## config.mk

```make
export PLATFORM = sky130hd
export DESIGN_NAME = frame_crc_scanner
export DESIGN_NICKNAME = d
export VERILOG_FILES = /design/src/rtl/scan_pkg.sv /design/src/rtl/scan_seq.sv /design/src/rtl/crc_acc.sv /design/src/rtl/scan_report.sv /design/src/rtl/frame_crc_scanner.sv
export SDC_FILE = /design/constraint.sdc
export NUM_CORES = 1
export LEC_CHECK = 0
export ABC_AREA = 1
export CORE_MARGIN = 5
export CORE_UTILIZATION = 52
export CTS_BUF_LIST = sky130_fd_sc_hd__clkbuf_16
export CTS_CLUSTER_DIAMETER = 40
export CTS_CLUSTER_SIZE = 28
export DETAILED_ROUTE_END_ITERATION = 16
export PLACE_DENSITY = 0.82
export SETUP_SLACK_MARGIN = 0.1
export SLEW_MARGIN = 40
export SYNTH_ARGS = -nofsm -noshare
export SYNTH_HDL_FRONTEND = slang
export SYNTH_SLANG_ARGS = --single-unit
export TNS_END_PERCENT = 50
```

## constraint.sdc

```tcl
create_clock -name clk -period 4.5 [get_ports clk]
set_clock_uncertainty 0.2 [all_clocks]
set_input_delay 0.45 -clock clk [delete_from_list [all_inputs] [get_ports clk]]
set_output_delay 0.45 -clock clk [all_outputs]
set_load 0.05 [all_outputs]
```

## src/rtl/scan_pkg.sv

```systemverilog
package scan_pkg;

  localparam int          WORD_W   = 32;
  localparam logic [31:0] CRC_POLY = 32'h04C1_1DB7;
  localparam logic [31:0] CRC_SEED = 32'hFFFF_FFFF;

  typedef enum logic {
    ST_IDLE = 1'b0,
    ST_SCAN = 1'b1
  } scan_state_t;

  // One 32-bit beat folded into the CRC, most significant bit first.
  function automatic logic [WORD_W-1:0] crc32_step(input logic [WORD_W-1:0] crc_in,
                                                   input logic [WORD_W-1:0] beat);
    logic [WORD_W-1:0] r;
    r = crc_in;
    for (int i = WORD_W - 1; i >= 0; i--) begin
      if (r[WORD_W-1] ^ beat[i]) r = (r << 1) ^ CRC_POLY;
      else                       r = r << 1;
    end
    return r;
  endfunction

endpackage

```

## src/rtl/scan_seq.sv

```systemverilog
module scan_seq
  import scan_pkg::*;
#(
  parameter  int NUM_FRAMES = 8,
  parameter  int DATA_BEATS = 4,
  localparam int FRAME_W    = $clog2(NUM_FRAMES),
  localparam int BEAT_W     = $clog2(DATA_BEATS + 1)
) (
  input  logic               clk,
  input  logic               rst_n,
  input  logic               en,
  input  logic               rd_valid,
  output logic               rd_req,
  output logic [FRAME_W-1:0] rd_frame,
  output logic [BEAT_W-1:0]  rd_beat,
  output logic               take,
  output logic               on_check,
  output logic               first_beat,
  output logic               sweep_first,
  output logic               last_check
);

  localparam logic [FRAME_W-1:0] LAST_F  = FRAME_W'(NUM_FRAMES - 1);
  localparam logic [BEAT_W-1:0]  CHECK_B = BEAT_W'(DATA_BEATS);

  scan_state_t        state_q, state_d;
  logic [FRAME_W-1:0] frame_q, frame_d;
  logic [BEAT_W-1:0]  beat_q,  beat_d;

  assign rd_req      = (state_q == ST_SCAN);
  assign rd_frame    = frame_q;
  assign rd_beat     = beat_q;
  assign take        = rd_req & rd_valid;
  assign on_check    = (beat_q == CHECK_B);
  assign first_beat  = (beat_q == '0);
  assign sweep_first = first_beat & (frame_q == '0);
  assign last_check  = take & on_check & (frame_q == LAST_F);

  always_comb begin
    state_d = state_q;
    frame_d = frame_q;
    beat_d  = beat_q;
    unique case (state_q)
      ST_IDLE: begin
        frame_d = '0;
        beat_d  = '0;
        if (en) state_d = ST_SCAN;
      end
      ST_SCAN: begin
        if (take) begin
          if (on_check) begin
            beat_d = '0;
            if (frame_q == LAST_F) begin
              frame_d = '0;
              state_d = en ? ST_SCAN : ST_IDLE;
            end else begin
              frame_d = frame_q + 1'b1;
            end
          end else begin
            beat_d = beat_q + 1'b1;
          end
        end
      end
      default: state_d = ST_IDLE;
    endcase
  end

  always_ff @(posedge clk or negedge rst_n) begin
    if (!rst_n) begin
      state_q <= ST_IDLE;
      frame_q <= '0;
      beat_q  <= '0;
    end else begin
      state_q <= state_d;
      frame_q <= frame_d;
      beat_q  <= beat_d;
    end
  end


  addr_hold_chk: assert property (@(posedge clk) disable iff (!rst_n)
    (rd_req && !rd_valid) |=> (rd_req && $stable(rd_frame) && $stable(rd_beat)));


  addr_range_chk: assert property (@(posedge clk) disable iff (!rst_n)
    rd_req |-> ((rd_beat <= CHECK_B) && (rd_frame <= LAST_F)));

endmodule

```

## src/rtl/crc_acc.sv

```systemverilog
module crc_acc
  import scan_pkg::*;
(
  input  logic              clk,
  input  logic              rst_n,
  input  logic              step_en,
  input  logic              restart,
  input  logic [WORD_W-1:0] din,
  output logic [WORD_W-1:0] crc
);

  logic [WORD_W-1:0] crc_q, crc_d;
  logic [WORD_W-1:0] base;

  assign base = restart ? CRC_SEED : crc_q;

  always_comb begin
    crc_d = crc_q;
    if (step_en) crc_d = crc32_step(base, din);
  end

  always_ff @(posedge clk or negedge rst_n) begin
    if (!rst_n) crc_q <= CRC_SEED;
    else        crc_q <= crc_d;
  end

  assign crc = crc_q;

endmodule

```

## src/rtl/scan_report.sv

```systemverilog
module scan_report
  import scan_pkg::*;
#(
  parameter int FRAME_W = 3
) (
  input  logic               clk,
  input  logic               rst_n,
  input  logic               check_take,
  input  logic               last_check,
  input  logic [FRAME_W-1:0] frame_idx,
  input  logic [WORD_W-1:0]  frame_crc,
  input  logic [WORD_W-1:0]  check_word,
  input  logic [WORD_W-1:0]  col_crc,
  input  logic [WORD_W-1:0]  col_ref,
  output logic               frame_err,
  output logic [FRAME_W-1:0] err_frame_addr,
  output logic               col_err,
  output logic               sweep_done
);

  logic               ferr_q, ferr_d;
  logic [FRAME_W-1:0] faddr_q, faddr_d;
  logic               cerr_q, cerr_d;
  logic               done_q, done_d;
  logic               frame_bad;

  assign frame_bad = (frame_crc != check_word);

  always_comb begin
    ferr_d  = check_take & frame_bad;
    faddr_d = faddr_q;
    if (check_take && frame_bad) faddr_d = frame_idx;
    done_d  = last_check;
    cerr_d  = last_check & (col_crc != col_ref);
  end

  always_ff @(posedge clk or negedge rst_n) begin
    if (!rst_n) begin
      ferr_q  <= 1'b0;
      faddr_q <= '0;
      cerr_q  <= 1'b0;
      done_q  <= 1'b0;
    end else begin
      ferr_q  <= ferr_d;
      faddr_q <= faddr_d;
      cerr_q  <= cerr_d;
      done_q  <= done_d;
    end
  end

  assign frame_err      = ferr_q;
  assign err_frame_addr = faddr_q;
  assign col_err        = cerr_q;
  assign sweep_done     = done_q;


  frame_err_pulse_chk: assert property (@(posedge clk) disable iff (!rst_n)
    frame_err |=> !frame_err);


  col_err_at_end_chk: assert property (@(posedge clk) disable iff (!rst_n)
    col_err |-> sweep_done);


  done_pulse_chk: assert property (@(posedge clk) disable iff (!rst_n)
    sweep_done |=> !sweep_done);

endmodule

```

## src/rtl/frame_crc_scanner.sv

```systemverilog
module frame_crc_scanner
  import scan_pkg::*;
#(
  parameter  int NUM_FRAMES = 8,
  parameter  int DATA_BEATS = 4,
  localparam int FRAME_W    = $clog2(NUM_FRAMES),
  localparam int BEAT_W     = $clog2(DATA_BEATS + 1)
) (
  input  logic               clk,
  input  logic               rst_n,
  input  logic               en,
  input  logic [31:0]        col_ref,
  output logic               rd_req,
  output logic [FRAME_W-1:0] rd_frame,
  output logic [BEAT_W-1:0]  rd_beat,
  input  logic               rd_valid,
  input  logic [31:0]        rd_data,
  output logic               frame_err,
  output logic [FRAME_W-1:0] err_frame_addr,
  output logic               col_err,
  output logic               sweep_done
);

  logic              take, on_check, first_beat, sweep_first, last_check;
  logic              data_take;
  logic [WORD_W-1:0] frame_crc, col_crc;

  scan_seq #(
    .NUM_FRAMES(NUM_FRAMES),
    .DATA_BEATS(DATA_BEATS)
  ) u_seq (
    .clk        (clk),
    .rst_n      (rst_n),
    .en         (en),
    .rd_valid   (rd_valid),
    .rd_req     (rd_req),
    .rd_frame   (rd_frame),
    .rd_beat    (rd_beat),
    .take       (take),
    .on_check   (on_check),
    .first_beat (first_beat),
    .sweep_first(sweep_first),
    .last_check (last_check)
  );

  assign data_take = take & ~on_check;

  crc_acc u_frame_crc (
    .clk    (clk),
    .rst_n  (rst_n),
    .step_en(data_take),
    .restart(first_beat),
    .din    (rd_data),
    .crc    (frame_crc)
  );

  crc_acc u_col_crc (
    .clk    (clk),
    .rst_n  (rst_n),
    .step_en(data_take),
    .restart(sweep_first),
    .din    (rd_data),
    .crc    (col_crc)
  );

  scan_report #(
    .FRAME_W(FRAME_W)
  ) u_report (
    .clk           (clk),
    .rst_n         (rst_n),
    .check_take    (take & on_check),
    .last_check    (last_check),
    .frame_idx     (rd_frame),
    .frame_crc     (frame_crc),
    .check_word    (rd_data),
    .col_crc       (col_crc),
    .col_ref       (col_ref),
    .frame_err     (frame_err),
    .err_frame_addr(err_frame_addr),
    .col_err       (col_err),
    .sweep_done    (sweep_done)
  );


  idle_stays_chk: assert property (@(posedge clk) disable iff (!rst_n)
    (!en && !rd_req) |=> !rd_req);


  done_after_last_chk: assert property (@(posedge clk) disable iff (!rst_n)
    sweep_done |-> $past(last_check));

endmodule

```

# After elaboration in Yosys (flattened, before gate mapping)
# Index checks and enable logic that the tools add are counted.
op_classes:
  n_shift: 0
  n_lt_le_gt_ge: 0
  addsub: 2
  n_reduce_logical: 4
  n_mux: 140
  n_eq_ne: 6
  div: 0
  n_mul: 0
  bitwise_logic: 137
ops:
  columns: ["op", "n"]
  rows:
  - ["two-way mux 32 bit", 64]
  - ["two-way mux 27 bit", 64]
  - ["NOT 14 bit", 64]
  - ["inequality test 32 bit", 2]
  - ["XOR 1 bit", 64]
  - ["two-way mux 3 bit", 5]
  - ["one-hot mux 3 bit (2 select lines)", 2]
  - ["bitwise AND 1 bit", 7]
  - ["adder 3 x 1 -> 3 bit, second input constant", 2]
  - ["equality test 3 bit, second input constant", 2]
  - ["zero test 3 bit", 2]
  - ["two-way mux 1 bit", 4]
  - ["inequality test 2 bit, second input constant", 2]
  - ["NOT 1 bit", 2]
  - ["one-hot mux 1 bit (2 select lines)", 1]
  - ["AND reduction 2 bit", 1]
  - ["logical AND 1 bit", 1]
totals:
  romBits: 0
  out_inout_bits: 13
  n_memories: 0
  latch_bits: 0
  elab_cells: 298
  regBits: 77
  ram_bits: 0
  inputBits: 68

# Logic depth before layout (Yosys ltp)
# Gate-level depths: netlist of the first run.
logic_depth:
  word_depth: 98
  depth_mapped: 36

# Cells and area by module
# Synthesis of the first run repeated with hierarchy kept, for this count alone.
unflattened:
  hier_cells: 2516
  hier_area_um2: 14217.4
by_module_without_submodules:
  columns: ["mod", "n_inst", "area_each_um2", "cells_each", "seq_area_each_um2"]
  rows:
  - ["crc_acc", 2, 6337.3, 1136, 840.8]
  - ["scan_report", 1, 1108.6, 185, 150.1]
  - ["scan_seq", 1, 416.6, 55, 175.2]
  - ["frame_crc_scanner", 1, 17.5, 4, 0.0]

# Least setup slack after synthesis of the first run
# OpenSTA, ideal clock, no wires.
synth_timing:
  path_kind: "register -> register"
  start: "register u_seq.beat_q[0] (netlist: u_seq.rd_beat[0])"
  end: "register u_col_crc.crc_q[12] (netlist: u_col_crc.crc[12])"
  synth_period_minus_slack_ns: 3.816
  slack_ns: 0.684
  t_arrival_ns: 3.540
  stages_incl_launch_ff: 32
  cell_sequence: "dfrtp_1 > inv_1 > ha_1 > inv_2 > nor2_4 > nand2_2 > buf_6 > buf_6 > inv_2 > or2_1 > xor2_1 > inv_1 > nand3_1 > nand2_2 > nand2_1 > nand2_1 > nand2_1 > nand2_2 > inv_2 > nand2_1 > nand2_2 > inv_2 > nand3_2 > nand2_4 > inv_2 > nand2_1 > nand2_2 > inv_2 > nand2_2 > nand2_1 > nand2_1 > nand2_1"
synth_between:
  elab_chain_len: 75
synth_rtl:
  columns: ["element", "line", "source"]
  rows:
  - ["start, declared", "scan_seq.sv:28", "logic [BEAT_W-1:0] beat_q, beat_d;"]
  - ["start signal, assigned", "scan_seq.sv:76", "beat_q <= beat_d;"]
  - ["zero test 3 bit", "scan_seq.sv:35", "assign first_beat = (beat_q == '0);"]
  - ["bitwise AND 1 bit", "scan_seq.sv:36", "assign sweep_first = first_beat & (frame_q == '0);"]
  - ["two-way mux 32 bit", "crc_acc.sv:15", "assign base = restart ? CRC_SEED : crc_q;"]
  - ["XOR 1 bit, or another cell as far along", "scan_pkg.sv:18", "if (r[WORD_W-1] ^ beat[i]) r = (r << 1) ^ CRC_POLY;"]
  - ["two-way mux 27 bit / two-way mux 32 bit (equally long branches)", "scan_pkg.sv:18, crc_acc.sv:19", null]
  - ["two-way mux 32 bit, or another cell as far along", "crc_acc.sv:19", "if (step_en) crc_d = crc32_step(base, din);"]
  - ["two-way mux 27 bit, or another cell as far along", "scan_pkg.sv:18", null]
  - ["two-way mux 32 bit / two-way mux 27 bit (equally long branches)", "crc_acc.sv:19, scan_pkg.sv:18", null]
  - ["[... 59 more ...]", null, null]
  - ["NOT 14 bit (no source line), or another cell as far along", null, null]
  - ["two-way mux 27 bit / two-way mux 32 bit (equally long branches)", "scan_pkg.sv:18, crc_acc.sv:19", null]
  - ["two-way mux 32 bit", "crc_acc.sv:19", null]
  - ["NOT 14 bit (no source line), or another cell as far along", null, null]
  - ["two-way mux 27 bit / two-way mux 32 bit (equally long branches)", "scan_pkg.sv:18, crc_acc.sv:19", null]
  - ["two-way mux 32 bit", "crc_acc.sv:19", null]
  - ["NOT 14 bit (no source line) / XOR 1 bit (equally long branches)", null, null]
  - ["two-way mux 27 bit", "scan_pkg.sv:18", null]
  - ["end signal, assigned", "crc_acc.sv:24", "else crc_q <= crc_d;"]
  - ["end, declared", "crc_acc.sv:12", "logic [WORD_W-1:0] crc_q, crc_d;"]
# Parallel ways exist; a longest one is shown, timed or not. The select of a mux whose other input is x is not followed.
# A chain may end at the register's enable or synchronous reset.

# Final worst setup path of the first run
layout_timing:
  start: "register u_seq.beat_q[0] (netlist: u_seq.rd_beat[0])"
  end: "register u_col_crc.crc_q[27] (netlist: u_col_crc.crc[27])"
layout_between:
  elab_chain_len: 75
layout_rtl:
  columns: ["element", "line"]
  rows:
  - ["zero test 3 bit", "scan_seq.sv:35"]
  - ["bitwise AND 1 bit", "scan_seq.sv:36"]
  - ["two-way mux 32 bit", "crc_acc.sv:15"]
  - ["two-way mux 32 bit (4 in a row)", "crc_acc.sv:19"]
  - ["XOR 1 bit", "scan_pkg.sv:18"]
  - ["two-way mux 27 bit", "scan_pkg.sv:18"]
  - ["two-way mux 32 bit", "crc_acc.sv:19"]
  - ["NOT 14 bit (no source line)", null]
  - ["[... 56 more ...]", null]
  - ["two-way mux 32 bit", "crc_acc.sv:19"]
  - ["two-way mux 27 bit", "scan_pkg.sv:18"]
  - ["two-way mux 32 bit", "crc_acc.sv:19"]
  - ["two-way mux 27 bit", "scan_pkg.sv:18"]
  - ["two-way mux 32 bit", "crc_acc.sv:19"]
  - ["NOT 14 bit (no source line)", null]
  - ["two-way mux 27 bit", "scan_pkg.sv:18"]
  - ["two-way mux 32 bit", "crc_acc.sv:19"]
# Parallel ways exist; a longest one is shown, timed or not. The select of a mux whose other input is x is not followed.

==> metrics.txt, run 1 <==
sequential share of the synthesized area=14.3%; critical path's slowest cell=dfrtp_1; total gr overflow=0; Max Cap Violations=0; critical path's largest stage delay=0.41 ns; post-layout min period=4.25 ns; die height=174 um; num rows=60; synth unique cells=51; first-pass GRT wire length=just over 80 mm; crit path DAT=4.31 ns; Port-buffer cells=80; Crit path top cell by count=nand2_2; RSZ-0062 raised after global routing=true; Placeable Area=0.0268 mm2; Hold Crit Class=flop to flop; routed len/inst=19.0 um; startpoint class of the critical path=flop; cells after synthesis=around 2,400; Syn Nets=2,438; fmax=235 MHz; DRC violations left=0; clk_lat worst skew=0.36 ns; DRT antenna net count=0; post-synthesis cell area=0.0141 mm2; GP Congestion=1.10; multi-input logic area=0.0114 mm2; clock-pin slew on the worst setup and hold paths=about 0.06 ns; die area=0.0304 mm2; #FFs+latches synth=77; max-slew violation count=0; largest net degree at the start of global routing=78; via count=16,207; CTS buffer count=9; critical path required time=approximately 4.6 ns; Die X=174 um; share of cells above drive strength 1=22.1%; WP buf/inv=5; initial antenna violation count=0; vias per cell=about 5.7; outcome=finished, final reports clean; family with the most delay on the worst path=simple AND/OR/NAND/NOR gates; Area growth, synth to finish=17.7%; average cell area after synthesis=between 5 and 6 um2; htree depth=3; Tightest Pin Transition=~0.82 ns; Worst Setup End Kind=flop; drt pass-1 iters=8; setup TNS=0 ns; Routed WL=54.0 mm; CTS root buffer=clkbuf_16; initial core utilization=52.5%; CP max FO=19; Antenna Diode Count=0; maximum clock insertion buffer count=2; I/O Pins=81; Slew headroom=45.1%; CTS tree=done; nets@finish=2,574; Crit Path Category=flop to flop; Yosys warning total=0; Final period util=94.4%; Fillers=between 2,000 and 3,000; final setup vio count=0; number of global-route vias before repair=between 10,000 and 15,000; All-Layer GR Usage=33.8%; FF+latch area=~0.002 mm2; Clock Sinks=77; final-report hold violation count=0; Iter 0 DRT Violations=about 1,800; Final HPWL DP=between 40 and 50 mm
## layout make-up
type	instances	area share [%]
sequential	77	12.1
tap	341	2.58
clock inverter	7	0.552
clock buffer	9	1.36
inverter	257	6.03
multi-input combinational	2009	68.9
timing repair buffer	147	8.45
## metrics by stage
stage | setup WS, ns | utilization (%) | area (um2) | hold WS [ns] | cells
after floorplan | 0.684 | - | 14100 | -0.0456 | 2365
after global placement | -0.0911 | 57.2 | 15300 | 0.258 | 2789
after detailed placement | -0.0846 | 57.2 | 15300 | 0.271 | 2789
after CTS | 0.131 | 58.6 | 15700 | 0.280 | 2808
after global routing | 0.0288 | 61.7 | 16500 | 0.297 | 2847
final | 0.253 | 61.7 | 16500 | 0.281 | 2847
## cells in the mapped netlist, drive strengths merged
| library cell | count | area (um2) |
|---|---|---|
| a21o | 4 | 30.0 |
| a221oi | 2 | 17.5 |
| ha | 5 | 62.6 |
| nor3 | 1 | 5.00 |
| clkinv | 1 | 3.75 |
| nand3 | 353 | 1970 |
| buf | 17 | 148 |
| nand3b | 12 | 93.8 |
| dfrtp | 13 | 325 |
| o21ai | 52 | 264 |
| nand4 | 16 | 100 |
| dfstp | 64 | 1680 |
| a21oi | 4 | 20.0 |
| or2 | 16 | 100 |
| o2111ai | 5 | 43.8 |
| o21a | 3 | 22.5 |
| and2 | 1 | 6.26 |
| o21bai | 2 | 15.0 |
| xor2 | 204 | 1930 |
| nor2 | 49 | 226 |
| o211ai | 2 | 15.0 |
| nand2 | 1202 | 5370 |
| nand2b | 1 | 6.26 |
| xnor2 | 57 | 499 |
| clkbuf | 7 | 26.3 |
| o22ai | 5 | 31.3 |
| inv | 256 | 986 |
| nor4 | 10 | 62.6 |
| a31oi | 1 | 6.26 |
## cell usage in the layout (no fill, tap or decap), types with 7 or more instances in the layout
cell type / count
nor4_1: 10
xor2_1: 185
dfstp_2: 64
nand3b_1: 11
inv_4: 7
inv_1: 194
buf_4: 58
nor2_2: 8
xnor2_1: 55
inv_2: 54
or2_2: 10
dfrtp_1: 13
o21ai_0: 31
nand2_4: 87
clkdlybuf4s50_1: 79
nand3_4: 9
o21ai_1: 19
nor2_1: 35
nand3_2: 41
xor2_2: 14
clkbuf_16: 10
nand4_1: 16
nand3_1: 303
nand2_1: 959
nand2_2: 152
## what timing repair did
item,in CTS,in global routing
setup buffers,1,37
hold buffers,1,0
pin swaps,1,26
cloned,1,2
gates resized for setup,4,104
endpoints found under the setup margin,8,63
hold endpoints to repair,13,0
## routing by layer
layer	part of all wire, %	routed length, um	GRT usage [%]
met3	8.4	4550	4.65
met1	38	20400	40.2
met2	45	24400	56.6
met5	0	0	0
met4	8.7	4700	23.0
## worst paths after layout
kind                       slack [ns]                  end                start  depth (start not counted)
setup reg to reg                 0.25    u_col_crc.crc[27]     u_seq.rd_beat[0]                         29
hold reg to reg                  0.28  u_frame_crc.crc[15]  u_frame_crc.crc[15]                          2
setup / recovery                 0.25    u_col_crc.crc[27]     u_seq.rd_beat[0]                         29
max in group asynchronous        3.15  u_frame_crc.crc[26]                rst_n                          2
hold / removal                   0.28  u_frame_crc.crc[15]  u_frame_crc.crc[15]                          2
min in group asynchronous        0.50    u_seq.rd_frame[1]                rst_n                          2
## worst register-to-register path, delay by kind of cell, from the launching register on
family	cells	cell delay [ns]
flops	1	0.41
simple gates	20	2.11
compound gates	2	0.39
fa+ha+maj	1	0.19
buf+inv	5	0.56
xor+xnor	1	0.29
## state kept, by name (all words and copies together), names as in the netlist
register	flops
u_frame_crc.crc	32
u_report.err_frame_addr	3
u_report.sweep_done	1
u_seq.rd_frame	3
u_col_crc.crc	32
u_report.frame_err	1
u_seq.rd_req	1
u_seq.rd_beat	3
u_report.col_err	1
## logic make-up after synthesis
kind of cell / after synthesis / share of synthesized area [%]
AOI/OAI and AO/OA: 80 / 3.31
buffers and inverters: 281 / 8.27
DFF: 77 / 14.3
adders and majority gates: 5 / 0.445
and+or+nand+nor: 1661 / 56.5
xor gates and xnor gates: 261 / 17.2
Power of run 1 is left out: the tool's default activity adds up to more than one toggle a clock period on the data nets, which glitch-free logic cannot reach.
==> run 2, diff against run 1 <==
Clock period 4.5 ns to 4.91 ns, I/O delays scaled along.
==> run 2 against run 1 <==
Net effect: die area stayed put; core utilization fell by 3.7 points; routed wire length down 1.6%; first-iteration DRC count decreased by 12%; count of clock-buffer cells in the layout did not move; global-route usage grew 0.48 points; worst setup slack gained 0.064 ns; design area shrank 6.0%; via count is 3.7% lower; fmax is 7.5% lower; sequential cell count unchanged; critical path type unchanged; largest cell class unchanged; highest routed layer unchanged.
==> metrics.txt, run 2 (same netlist as run 1, synthesis figures left out) <==
outcome=finished, final reports clean; met3 Use GR=4.72%; Hold Crit Class=flop to flop; share of cells above drive strength 1=18.3%; final-report hold violation count=0; Crit path top cell by count=nand2_1; All-Layer GR Usage=34.3%; clock-pin slew on the worst setup and hold paths=0.08 ns; GP Congestion=1.04; critical path's largest stage delay=0.40 ns; critical path's slowest cell=dfrtp_1; Fillers=~2,700; total gr overflow=0; maximum clock insertion buffer count=2; DP Area=0.0152 mm2; die height=around 170 um; critical path required time=5.01 ns; initial antenna violation count=0; Tightest Pin Transition=0.775 ns; nets@finish=2,515; Routed WL=53.2 mm; Clock Sinks=77; DRC violations left=0; clk_lat worst skew=0.36 ns; drt pass-1 iters=5; fmax=approximately 220 MHz; RSZ-0062 raised after global routing=true; routed len/inst=about 19 um; CTS tree=done; post-CTS setup buffers=0; Final period util=between 90% and 100%; initial core utilization=52.5%; Final HPWL DP=44.0 mm; gr busiest metal=met2; Hold Slack=0.283 ns; final setup vio count=0; commonest non-fill, non-tap cells in the layout=nand2_1, nand3_1, inv_1; htree depth=3; Crit Path Category=flop to flop; non-filler cells, final=2,788; WP buf/inv=4; number of global-route vias before repair=~15,000; met1 usage=41.5%; Antenna Diode Count=0; Placeable Area=~0.027 mm2; setup TNS=0 ns; Slew headroom=48.3%; Die X=174 um; max-slew violation count=0; Area growth, synth to finish=10.7%; met2 Usage GRT=between 50% and 60%; Worst Setup End Kind=flop; CTS root buffer=clkbuf_16; I/O Pins=81; post-layout min period=about 4.6 ns; CP max FO=15; startpoint class of the critical path=flop; crit path DAT=between 4 and 5 ns; family with the most delay on the worst path=simple AND/OR/NAND/NOR gates; CTS buffer count=9; Final Cell Area=0.0156 mm2; Port-buffer cells=80; largest net degree at the start of global routing=78; DRT antenna net count=0; Max Cap Violations=0; die area=0.0304 mm2; vias per cell=5.60; num rows=60; first-pass GRT wire length=82.2 mm; most common cell after layout, fill and taps aside=nand2_1; Iter 0 DRT Violations=1,570; dpl cells=2,771; via count=15,605
## run 2: cell count changes in the layout (fill, tap and decap cells not counted), sizes merged
cell / change
bufinv: -1
clkinv: +1
nand2: -2
clkbuf: -1
buf: -56
## run 2: repair_timing
item	CTS	global route
resized for setup	0	12
endpoints found under the hold margin	13	0
endpoints found under the setup margin	0	32
hold buffers	1	0
## run 2: area by class of cell
type / instances / area, um2 / area share (%)
Tap cell: 341 / 427 / 2.74
Sequential cell: 77 / 2010 / 12.9
Clock inverter: 7 / 75.1 / 0.482
Timing Repair Buffer: 90 / 887 / 5.70
Inverter: 257 / 995 / 6.39
Clock buffer: 9 / 225 / 1.45
Multi-Input combinational cell: 2007 / 10900 / 70.3
## run 2: final timing paths
check                                        start                   to  slack, ns  cells past startpoint
worst min-delay path            u_frame_crc.crc[9]   u_frame_crc.crc[9]       0.28                      2
worst min register to register  u_frame_crc.crc[9]   u_frame_crc.crc[9]       0.28                      2
worst max-delay path              u_seq.rd_beat[0]    u_col_crc.crc[11]       0.32                     31
min in group asynchronous                    rst_n    u_seq.rd_frame[1]       0.54                      2
worst max register to register    u_seq.rd_beat[0]    u_col_crc.crc[11]       0.32                     31
max in group asynchronous                    rst_n  u_frame_crc.crc[26]       3.51                      2
## run 2: metal layers
metal | vias to the layer above | share of wire (%)
met5 | - | 0
met4 | 0 | 8.3
met3 | 183 | 7.7
met2 | 737 | 45
met1 | 7140 | 39
li1 | 7545 | -
## run 2: worst reg2reg max path: cells and delay by family (launching register included)
family,cells,cell delay [ns]
and+or+nand+nor,26,3.23
buffers and inverters,4,0.49
DFF,1,0.40
adders and majority gates,1,0.20
## run 2: stage by stage
stage	utilization, %	setup slack (ns)
4_1_cts	57.9	0.241
3_3_place_gp	56.7	0.130
6_report	58.1	0.317
2_1_floorplan	-	1.09
3_5_place_dp	56.7	0.0838
5_1_grt	58.1	0.00680
Power of run 2 is left out for the same reason.
